--- src/rtl/txc_pkg.sv ---
package txc_pkg;

  // Index width for a buffer count; never below one bit.
  function automatic int unsigned idx_width(input int unsigned count);
    return (count > 1) ? $clog2(count) : 1;
  endfunction

  // Stages a cancellation can be in, as seen per buffer.
  typedef enum logic [1:0] {
    CX_IDLE    = 2'd0,
    CX_HELD    = 2'd1,
    CX_RELEASE = 2'd2
  } cx_stage_e;

endpackage

--- src/rtl/txc_accept.sv ---
module txc_accept #(
  parameter int unsigned NUM_BUF = 32
) (
  input  logic               wr_en,
  input  logic [NUM_BUF-1:0] wr_mask,
  input  logic [NUM_BUF-1:0] req_pend,
  input  logic [NUM_BUF-1:0] cancel_pend,
  output logic [NUM_BUF-1:0] accept_mask
);

  // Eligible only with a live request and no cancellation already outstanding.
  always_comb begin
    accept_mask = '0;
    if (wr_en) begin
      accept_mask = wr_mask & req_pend & ~cancel_pend;
    end
  end

endmodule

--- src/rtl/txc_defer.sv ---
module txc_defer
  import txc_pkg::*;
#(
  parameter int unsigned NUM_BUF = 32,
  localparam int unsigned IW     = idx_width(NUM_BUF)
) (
  input  logic [NUM_BUF-1:0] cancel_pend,
  input  logic               sched_busy,
  input  logic               lock_valid,
  input  logic [IW-1:0]      lock_idx,
  input  logic               tx_end,
  output logic [NUM_BUF-1:0] release_mask,
  output logic               any_release
);

  cx_stage_e stage [NUM_BUF];

  for (genvar i = 0; i < NUM_BUF; i++) begin : g_buf
    localparam logic [IW-1:0] MY_IDX = IW'(i);
    logic locked_here;
    logic held;

    // The lock holds this buffer until the transmission-end pulse arrives.
    assign locked_here = lock_valid && (lock_idx == MY_IDX) && !tx_end;
    assign held        = sched_busy || locked_here;

    always_comb begin
      if (!cancel_pend[i]) begin
        stage[i] = CX_IDLE;
      end else if (held) begin
        stage[i] = CX_HELD;
      end else begin
        stage[i] = CX_RELEASE;
      end
    end

    assign release_mask[i] = (stage[i] == CX_RELEASE);
  end

  assign any_release = |release_mask;

endmodule

--- src/rtl/txc_status.sv ---
module txc_status (
  input  logic clk,
  input  logic rst_n,
  input  logic any_release,
  input  logic flag_w1c,
  input  logic irq_en_cancel,
  input  logic irq_en_global,
  output logic cancel_done,
  output logic irq
);

  // A new completion beats a host clear on the same edge.
  always_ff @(posedge clk) begin
    if (!rst_n) begin
      cancel_done <= 1'b0;
    end else if (any_release) begin
      cancel_done <= 1'b1;
    end else if (flag_w1c) begin
      cancel_done <= 1'b0;
    end
  end

  assign irq = cancel_done && irq_en_cancel && irq_en_global;

endmodule

--- src/rtl/tx_cancel_ctrl.sv ---
module tx_cancel_ctrl
  import txc_pkg::*;
#(
  parameter int unsigned NUM_BUF = 32,
  localparam int unsigned IW     = idx_width(NUM_BUF)
) (
  input  logic               clk,
  input  logic               rst_n,
  input  logic               req_set_we,
  input  logic [NUM_BUF-1:0] req_set_mask,
  input  logic               cancel_we,
  input  logic [NUM_BUF-1:0] cancel_mask,
  input  logic               sched_busy,
  input  logic               lock_valid,
  input  logic [IW-1:0]      lock_idx,
  input  logic               tx_end,
  input  logic               flag_w1c,
  input  logic               irq_en_cancel,
  input  logic               irq_en_global,
  output logic [NUM_BUF-1:0] req_pend,
  output logic [NUM_BUF-1:0] cancel_pend,
  output logic               cancel_done,
  output logic               irq
);

  logic [NUM_BUF-1:0] accept_mask;
  logic [NUM_BUF-1:0] release_mask;
  logic [NUM_BUF-1:0] req_add;
  logic               any_release;

  txc_accept #(.NUM_BUF(NUM_BUF)) u_accept (
    .wr_en       (cancel_we),
    .wr_mask     (cancel_mask),
    .req_pend    (req_pend),
    .cancel_pend (cancel_pend),
    .accept_mask (accept_mask)
  );

  txc_defer #(.NUM_BUF(NUM_BUF)) u_defer (
    .cancel_pend  (cancel_pend),
    .sched_busy   (sched_busy),
    .lock_valid   (lock_valid),
    .lock_idx     (lock_idx),
    .tx_end       (tx_end),
    .release_mask (release_mask),
    .any_release  (any_release)
  );

  txc_status u_status (
    .clk           (clk),
    .rst_n         (rst_n),
    .any_release   (any_release),
    .flag_w1c      (flag_w1c),
    .irq_en_cancel (irq_en_cancel),
    .irq_en_global (irq_en_global),
    .cancel_done   (cancel_done),
    .irq           (irq)
  );

  assign req_add = req_set_we ? req_set_mask : '0;

  // Request bits: a fresh host write outranks a completing cancellation.
  always_ff @(posedge clk) begin
    if (!rst_n) begin
      req_pend <= '0;
    end else begin
      req_pend <= (req_pend & ~release_mask) | req_add;
    end
  end

  // Outstanding cancels: released bits drop, newly accepted bits appear.
  always_ff @(posedge clk) begin
    if (!rst_n) begin
      cancel_pend <= '0;
    end else begin
      cancel_pend <= (cancel_pend & ~release_mask) | accept_mask;
    end
  end

endmodule

--- config.mk ---
export PLATFORM = sky130hd
export DESIGN_NAME = tx_cancel_ctrl
export DESIGN_NICKNAME = d
export VERILOG_FILES = /design/src/rtl/txc_pkg.sv /design/src/rtl/txc_accept.sv /design/src/rtl/txc_defer.sv /design/src/rtl/txc_status.sv /design/src/rtl/tx_cancel_ctrl.sv
export SDC_FILE = /design/constraint.sdc
export NUM_CORES = 1
export LEC_CHECK = 0
export BUFFER_PORTS_ARGS = -buffer_cell sky130_fd_sc_hd__clkbuf_2
export CAP_MARGIN = 0
export CORE_AREA = 2 2 80 101
export CTS_CLUSTER_SIZE = 16
export DETAILED_ROUTE_END_ITERATION = 7
export DIE_AREA = 0 0 82 103
export PLACE_DENSITY = 0.78
export SKIP_LAST_GASP = 1
export SYNTH_ARGS = -nofsm -noshare
export SYNTH_HDL_FRONTEND = slang
export SYNTH_HIERARCHICAL = 1
export SYNTH_SLANG_ARGS = --single-unit
--- constraint.sdc ---
create_clock -name clk -period 2.9 [get_ports clk]
set_clock_uncertainty 0.05 [all_clocks]
set_input_delay 0 -clock clk [delete_from_list [all_inputs] [get_ports clk]]
set_output_delay 0 -clock clk [all_outputs]
set_load 0.05 [all_outputs]
==> results by group, run 1 <==
Status
  • Status: complete, no violations

Finish
  • Fillers: 614
  • P&R area growth vs syn: 39.2%
  • Multi-input logic area: 2180 um^2
  • Ant diodes: 0
  • Share of cells above drive strength 1: 0.285
  • Final nets: 687
  • Final Instance Area: 5120 um^2
  • Utilization after layout: 0.677
  • Register Area: 1300 um^2

Setup path
  • Worst-path fanout max: 6
  • Largest delay contributor family on the critical path: simple AND/OR/NAND/NOR gates
  • Setup crit start kind: register
  • Buf/Inv on CP: 0
  • Crit Path Category: register to register
  • CP max stage delay: 0.51 ns
  • Critical path arrival: 2.25 ns
  • Worst path cell trace: mux2_1 -> o41ai_1 -> or4b_1 -> nor4_2 -> o2111ai_1 -> o21a_1
  • Setup crit end kind: register
  • WP data required: 3.09 ns
  • Slowest CP cell: or4b_1

Drt
  • WL final: 11700 um
  • Routed vias: 3918
  • First-pass DRT Iterations: 5
  • Via-per-instance ratio: 5.53
  • Starting DRT DRC Count: 176
  • DRC Markers: 0
  • Routed Antenna Nets: 0
  • Wire length per cell: 16.5 um

Clock network
  • Clock-pin slew on the worst setup and hold paths: 0.06 ns
  • Clock sinks: 65
  • Skew-Pair Late Insertion Delay: 0.35 ns
  • CTS max path bufs: 2
  • CTS buffer count: 9
  • TritonCTS clock tree: built
  • CTS HTree Levels: 3
  • Clk Tree Root Cell: clkbuf_8
  • Cts repair resizes: 0
  • Total setup buffers inserted after CTS: 0

Pwr
  • VDD IR-drop max: 0.379 mV
  • PD cells: 450 nW/um^2
  • Leakage: 2.44 nW

Yosys
  • Synth Flop Type: dfxtp_1
  • Xor/xnor share of the synthesized area: 0
  • Async set-reset flop share out of synthesis: 0
  • Distinct cells, synth: 52
  • Post-Synth Simple-Gate Area: 0.338
  • Synthesized area: 3680 um^2
  • Synthesized flop and latch total: 65
  • Share of the synthesized area in compound gates (AO/OA/AOI/OAI): 0.230
  • Cell count after synthesis: 417
  • Synthesis Warnings: 6
  • Synth Area in Adders: 0
  • Mux cell area share after synthesis: 0.0255
  • Largest family of logic cells by synthesized area: simple AND/OR/NAND/NOR gates
  • Syn nets: 496
  • Avg Synthesized Cell Area: 8.82 um^2
  • Number of synthesized flops with an enable pin: 0
  • Sequential share of the synthesized area: 0.354

STA
  • Final count of pins violating max slew: 0
  • Final Critical Period: 2.06 ns
  • Final Hold Viols: 0
  • RSZ-0062 raised after global routing: no
  • Slew Limit Headroom: 0.201
  • Final Cycle Share: 0.709
  • Setup_tns: 0 ns
  • Final Setup Violations: 0
  • Least-Margin Pin Slew: 1.20 ns
  • Max Fclk: 486 MHz

Place
  • Post-DP Area: 4360 um^2
  • IO buf count: 144
  • DP HPWL: 7740 um
  • GP Congestion: 0.880

Global routing
  • First-pass GRT wire length: 18100 um
  • Vias in the first global route: 3804
  • Initial antenna violation count: 0
  • Largest net degree at the start of global routing: 66
  • Remaining global-route overflow: 0
  • Total GRT Usage: 0.282

Floorplan
  • Die area: 8450 um^2
  • Core Rows: 36
  • Die Y: 103 um
  • I/O pin cnt: 145
  • Initial Utilization: 0.486
  • Core area: 7570 um^2
  • Width of the die: 82 um

Job
  • Max-cap viol count: 0

Hold path
  • Hold crit path type: input pin to register
## cells by family (layout without fill, tap and decap cells)
| kind of cell | after synthesis | count (layout) |
|---|---|---|
| AOI/OAI and AO/OA | 108 | 108 |
| buffers and inverters | 28 | 224 |
| DFF | 65 | 65 |
| muxes | 9 | 9 |
| and+or+nand+nor | 207 | 207 |
## what timing repair did
| action | 4_1_cts | 5_1_grt |
|---|---|---|
| setup endpoints to repair | 0 | 0 |
| endpoints found under the hold margin | 57 | 0 |
| hold buffers | 57 | 0 |
## cells in the final DEF, fill, tap and decap left out, types with 6 or more instances in the layout
| cell | n |
|---|---|
| dlygate4sd3_1 | 57 |
| nand2_1 | 58 |
| nand2b_1 | 33 |
| a21boi_1 | 28 |
| clkbuf_8 | 10 |
| dfxtp_1 | 65 |
| nor2b_1 | 34 |
| clkbuf_2 | 144 |
| and3_1 | 9 |
| a21oi_1 | 15 |
| nor2_1 | 22 |
| mux2i_1 | 6 |
| and4b_1 | 30 |
| o21a_1 | 34 |
## worst register-to-register path, cell delays in order (launching register included)
cell and delay (ns):
dfxtp_1 0.35, mux2_1 0.30, o41ai_1 0.26, or4b_1 0.51, nor4_2 0.15, o2111ai_1 0.13, o21a_1 0.19
## flip-flops by register name, summed over array words and instances, names as in the netlist
signal and flops:
cancel_pend 32, req_pend 32, u_status/cancel_done 1
## layout make-up
cell class	instances	share of cell area
flip-flops and latches	65	0.254
multi-input cells	324	0.426
clock buffers	13	0.0291
inverters	4	0.00293
clock inverters	3	0.00782
well taps	95	0.0232
repair buffers	204	0.256
## metrics by stage
| step | hold WS, ns | setup slack [ns] | instances | power [mW] |
|---|---|---|---|---|
| after floorplan | 0.0675 | 0.787 | 417 | 1.36 |
| after global placement | 0.181 | 0.718 | 635 | 1.49 |
| after detailed placement | 0.189 | 0.707 | 635 | 1.50 |
| after CTS | 0.000416 | 0.832 | 708 | 2.32 |
| after global routing | 0.0132 | 0.743 | 708 | 2.41 |
| final | 0.0148 | 0.842 | 708 | 2.31 |
## path summary, 6_finish.rpt
path / start / endpoint / slack, ns / cells after the start
worst max-delay path: cancel_pend[28] / u_status/cancel_done / 0.84 / 6
worst min-delay path: cancel_mask[3] / cancel_pend[3] / 0.01 / 3
worst max register to register: cancel_pend[28] / u_status/cancel_done / 0.84 / 6
worst min register to register: req_pend[12] / req_pend[12] / 0.43 / 2
## cells in the mapped netlist, types with 2 or more instances
cell      number  area, um^2
a21boi_1      28         210
nor3_1         2        10.0
and4b_1       30         300
nor2b_1       34         213
o21ai_0        2        10.0
and4b_2        2        22.5
o41ai_1        3        26.3
o21a_1        34         255
and3_1         9        56.3
clkbuf_1       5        18.8
nand2b_1      33         206
mux2_2         2        22.5
buf_4          6        45.0
nand2_1       58         218
buf_6          8        90.1
mux2i_1        6        60.1
a21boi_2       2        22.5
o311a_1        5        50.1
inv_1          4        15.0
a41oi_1        4        35.0
buf_2          5        25.0
nor2_1        22        82.6
dfxtp_1       65        1300
and3b_1        2        17.5
a21boi_0       2        15.0
a311oi_1       2        17.5
nor4_1         3        18.8
a21oi_1       15        75.1
## metal layers
layer,part of all wire,track usage,routed length (um)
met3,0.056,0.0534,650
met4,0.020,0.117,234
met1,0.42,0.334,4900
met2,0.51,0.493,5910
met5,0,0,0
## power breakdown
part | switching, mW | total (mW) | internal (mW) | leakage [nW]
registers | 0.0472 | 0.989 | 0.942 | 0.533
clock network | 0.341 | 0.760 | 0.419 | 0.0974
logic | 0.345 | 0.558 | 0.213 | 1.81
(Power assumes the default switching activity.)
==> run 2: changes to the inputs <==
- CORE_AREA: 2 2 80 101 -> 2 2 81 102
- DIE_AREA: 0 0 82 103 -> 0 0 83 104
- PLACE_DENSITY: 0.78 -> 0.76
- clock period: 2.9 -> 2.12 ns (I/O delays scaled with it)
==> results by group, run 2 (synthesis gave the netlist of run 1 again) <==
Status
  • Status: complete, no violations

Global routing
  • Largest net degree at the start of global routing: 36
  • Remaining global-route overflow: 0
  • First-pass GRT wire length: 18900 um
  • Total GRT Usage: 0.267
  • Initial antenna violation count: 0
  • Vias in the first global route: 3878

Clock network
  • Skew-Pair Late Insertion Delay: 0.34 ns
  • Clock-pin slew on the worst setup and hold paths: 0.06 ns
  • Total setup buffers inserted after CTS: 0
  • CTS HTree Levels: 3
  • Clk Tree Root Cell: clkbuf_8
  • TritonCTS clock tree: built
  • CTS max path bufs: 2
  • Clock sinks: 65
  • CTS buffer count: 9

Setup path
  • Setup crit start kind: register
  • Crit Path Category: register to register
  • Reg2Reg Launch Point: cancel_pend[28]
  • R2r endpoint: u_status/cancel_done
  • Worst-path fanout max: 2
  • Setup crit end kind: register
  • Critical path arrival: 2.15 ns
  • WP data required: 2.30 ns
  • R2r setup slk: 0.16 ns
  • Path depth of the worst reg2reg path: 6

Place
  • GP Congestion: 0.926
  • IO buf count: 144
  • DP HPWL: 8200 um
  • Placed Cells: 652

Drt
  • Routed vias: 3848
  • Starting DRT DRC Count: 241
  • Via-per-instance ratio: 5.34
  • Highest routed layer: met4
  • Met2 routed WL: 6090 um
  • Metal3 WL: 561 um
  • Routed Antenna Nets: 0
  • First-pass DRT Iterations: 4
  • Wl on met1: 4750 um
  • DRC Markers: 0
  • WL final: 11600 um
  • Wire length per cell: 16.1 um

Floorplan
  • I/O pin cnt: 145
  • Die area: 8630 um^2
  • Initial Utilization: 0.478
  • Die Y: 104 um
  • Core Rows: 36
  • Width of the die: 83 um
  • Core area: 7700 um^2

STA
  • Max Fclk: 510 MHz
  • Least-Margin Pin Slew: 0.718 ns
  • Slew Limit Headroom: 0.521
  • Final Cycle Share: 0.925
  • RSZ-0062 raised after global routing: no
  • Final Setup Violations: 0
  • Final Hold Viols: 0
  • Final Critical Period: 1.96 ns
  • Setup_tns: 0 ns
  • Final count of pins violating max slew: 0

Hold path
  • Worst Hold Path EP: cancel_pend[10]
  • Hold path depth: 3
  • Hold wc startpoint: cancel_mask[10]
  • Hold crit path type: input pin to register

Pwr
  • Reg power frac: 0.445
  • Switching Fraction: 0.324
  • Power share of the combinational group: 0.258
  • Net Sw Power: 982 uW
  • PD cells: 582 nW/um^2
  • P_int: 2.05 mW
  • Leakage: 2.49 nW
  • VDD IR-drop max: 0.371 mV
  • Clock network power share: 0.297

Finish
  • Final nets: 700
  • Most frequent cells in the layout: clkbuf_2, dfxtp_1, nand2_1
  • Top flop regs: cancel_pend: 32 flops, req_pend: 32 flops, u_status/cancel_done: 1 flops
  • Most common cell after layout, fill and taps aside: clkbuf_2
  • Fillers: 632
  • Share of cells above drive strength 1: 0.306
  • P&R area growth vs syn: 41.3%
  • Utilization after layout: 0.675
  • Final cell count without fillers: 720
  • Ant diodes: 0

Job
  • Max-cap viol count: 0
## run 2: cell type report
type / instances / area [um^2] / share of cell area
Multi-Input combinational cell: 324 / 2200 / 0.422
Inverter: 4 / 15.0 / 0.00289
Sequential cell: 65 / 1300 / 0.250
Tap cell: 95 / 119 / 0.0229
Clock buffer: 15 / 156 / 0.0301
Timing Repair Buffer: 217 / 1410 / 0.272
## run 2: power groups by stage
stage,clock [mW],sequential [mW],combinational (mW)
global placement,0,1.37,0.689
finish,0.898,1.35,0.782
CTS,0.916,1.35,0.774
global route,0.964,1.36,0.833
detailed placement,0,1.38,0.696
floorplan,0,1.59,0.266
## run 2: how the worst max path moves through the flow
stage | start | endpoint | depth (start not counted)
finish | cancel_pend[28] | u_status/cancel_done | 6
CTS | cancel_pend[28] | u_status/cancel_done | 6
global placement | cancel_pend[28] | u_status/cancel_done | 6
global route | cancel_pend[28] | u_status/cancel_done | 6
detailed placement | cancel_pend[28] | u_status/cancel_done | 6
floorplan | cancel_pend[28] | u_status/cancel_done | 6
## run 2: through the flow
| stage | power, mW | instance area [um^2] | hold WS [ns] | setup slack [ns] |
|---|---|---|---|---|
| floorplan | 1.86 | 3680 | 0.0675 | 0.00678 |
| global placement | 2.06 | 4500 | 0.181 | 0.144 |
| detailed placement | 2.07 | 4500 | 0.188 | 0.139 |
| CTS | 3.04 | 5190 | 0.000998 | 0.116 |
| global route | 3.16 | 5200 | 0.0247 | 0.0129 |
| finish | 3.03 | 5200 | 0.00402 | 0.158 |
## run 2: critical path, cell delays in order, from the launching register on
cell	delay (ns)
dfxtp_1	0.31
mux2_1	0.30
o41ai_2	0.20
or4b_4	0.50
nor4_2	0.14
o2111ai_1	0.14
o21a_1	0.20
## run 2: what timing repair did
action / CTS / global route
endpoints found under the setup margin: 0 / 1
hold buffers: 53 / 0
hold endpoints to repair: 53 / 0
gates resized for setup: 0 / 2
## run 2: routing by layer
layer | up-vias | track usage
li1 | 1913 | -
met1 | 1789 | 0.314
met2 | 128 | 0.490
met3 | 18 | 0.0357
met4 | 0 | 0.0960
met5 | - | 0
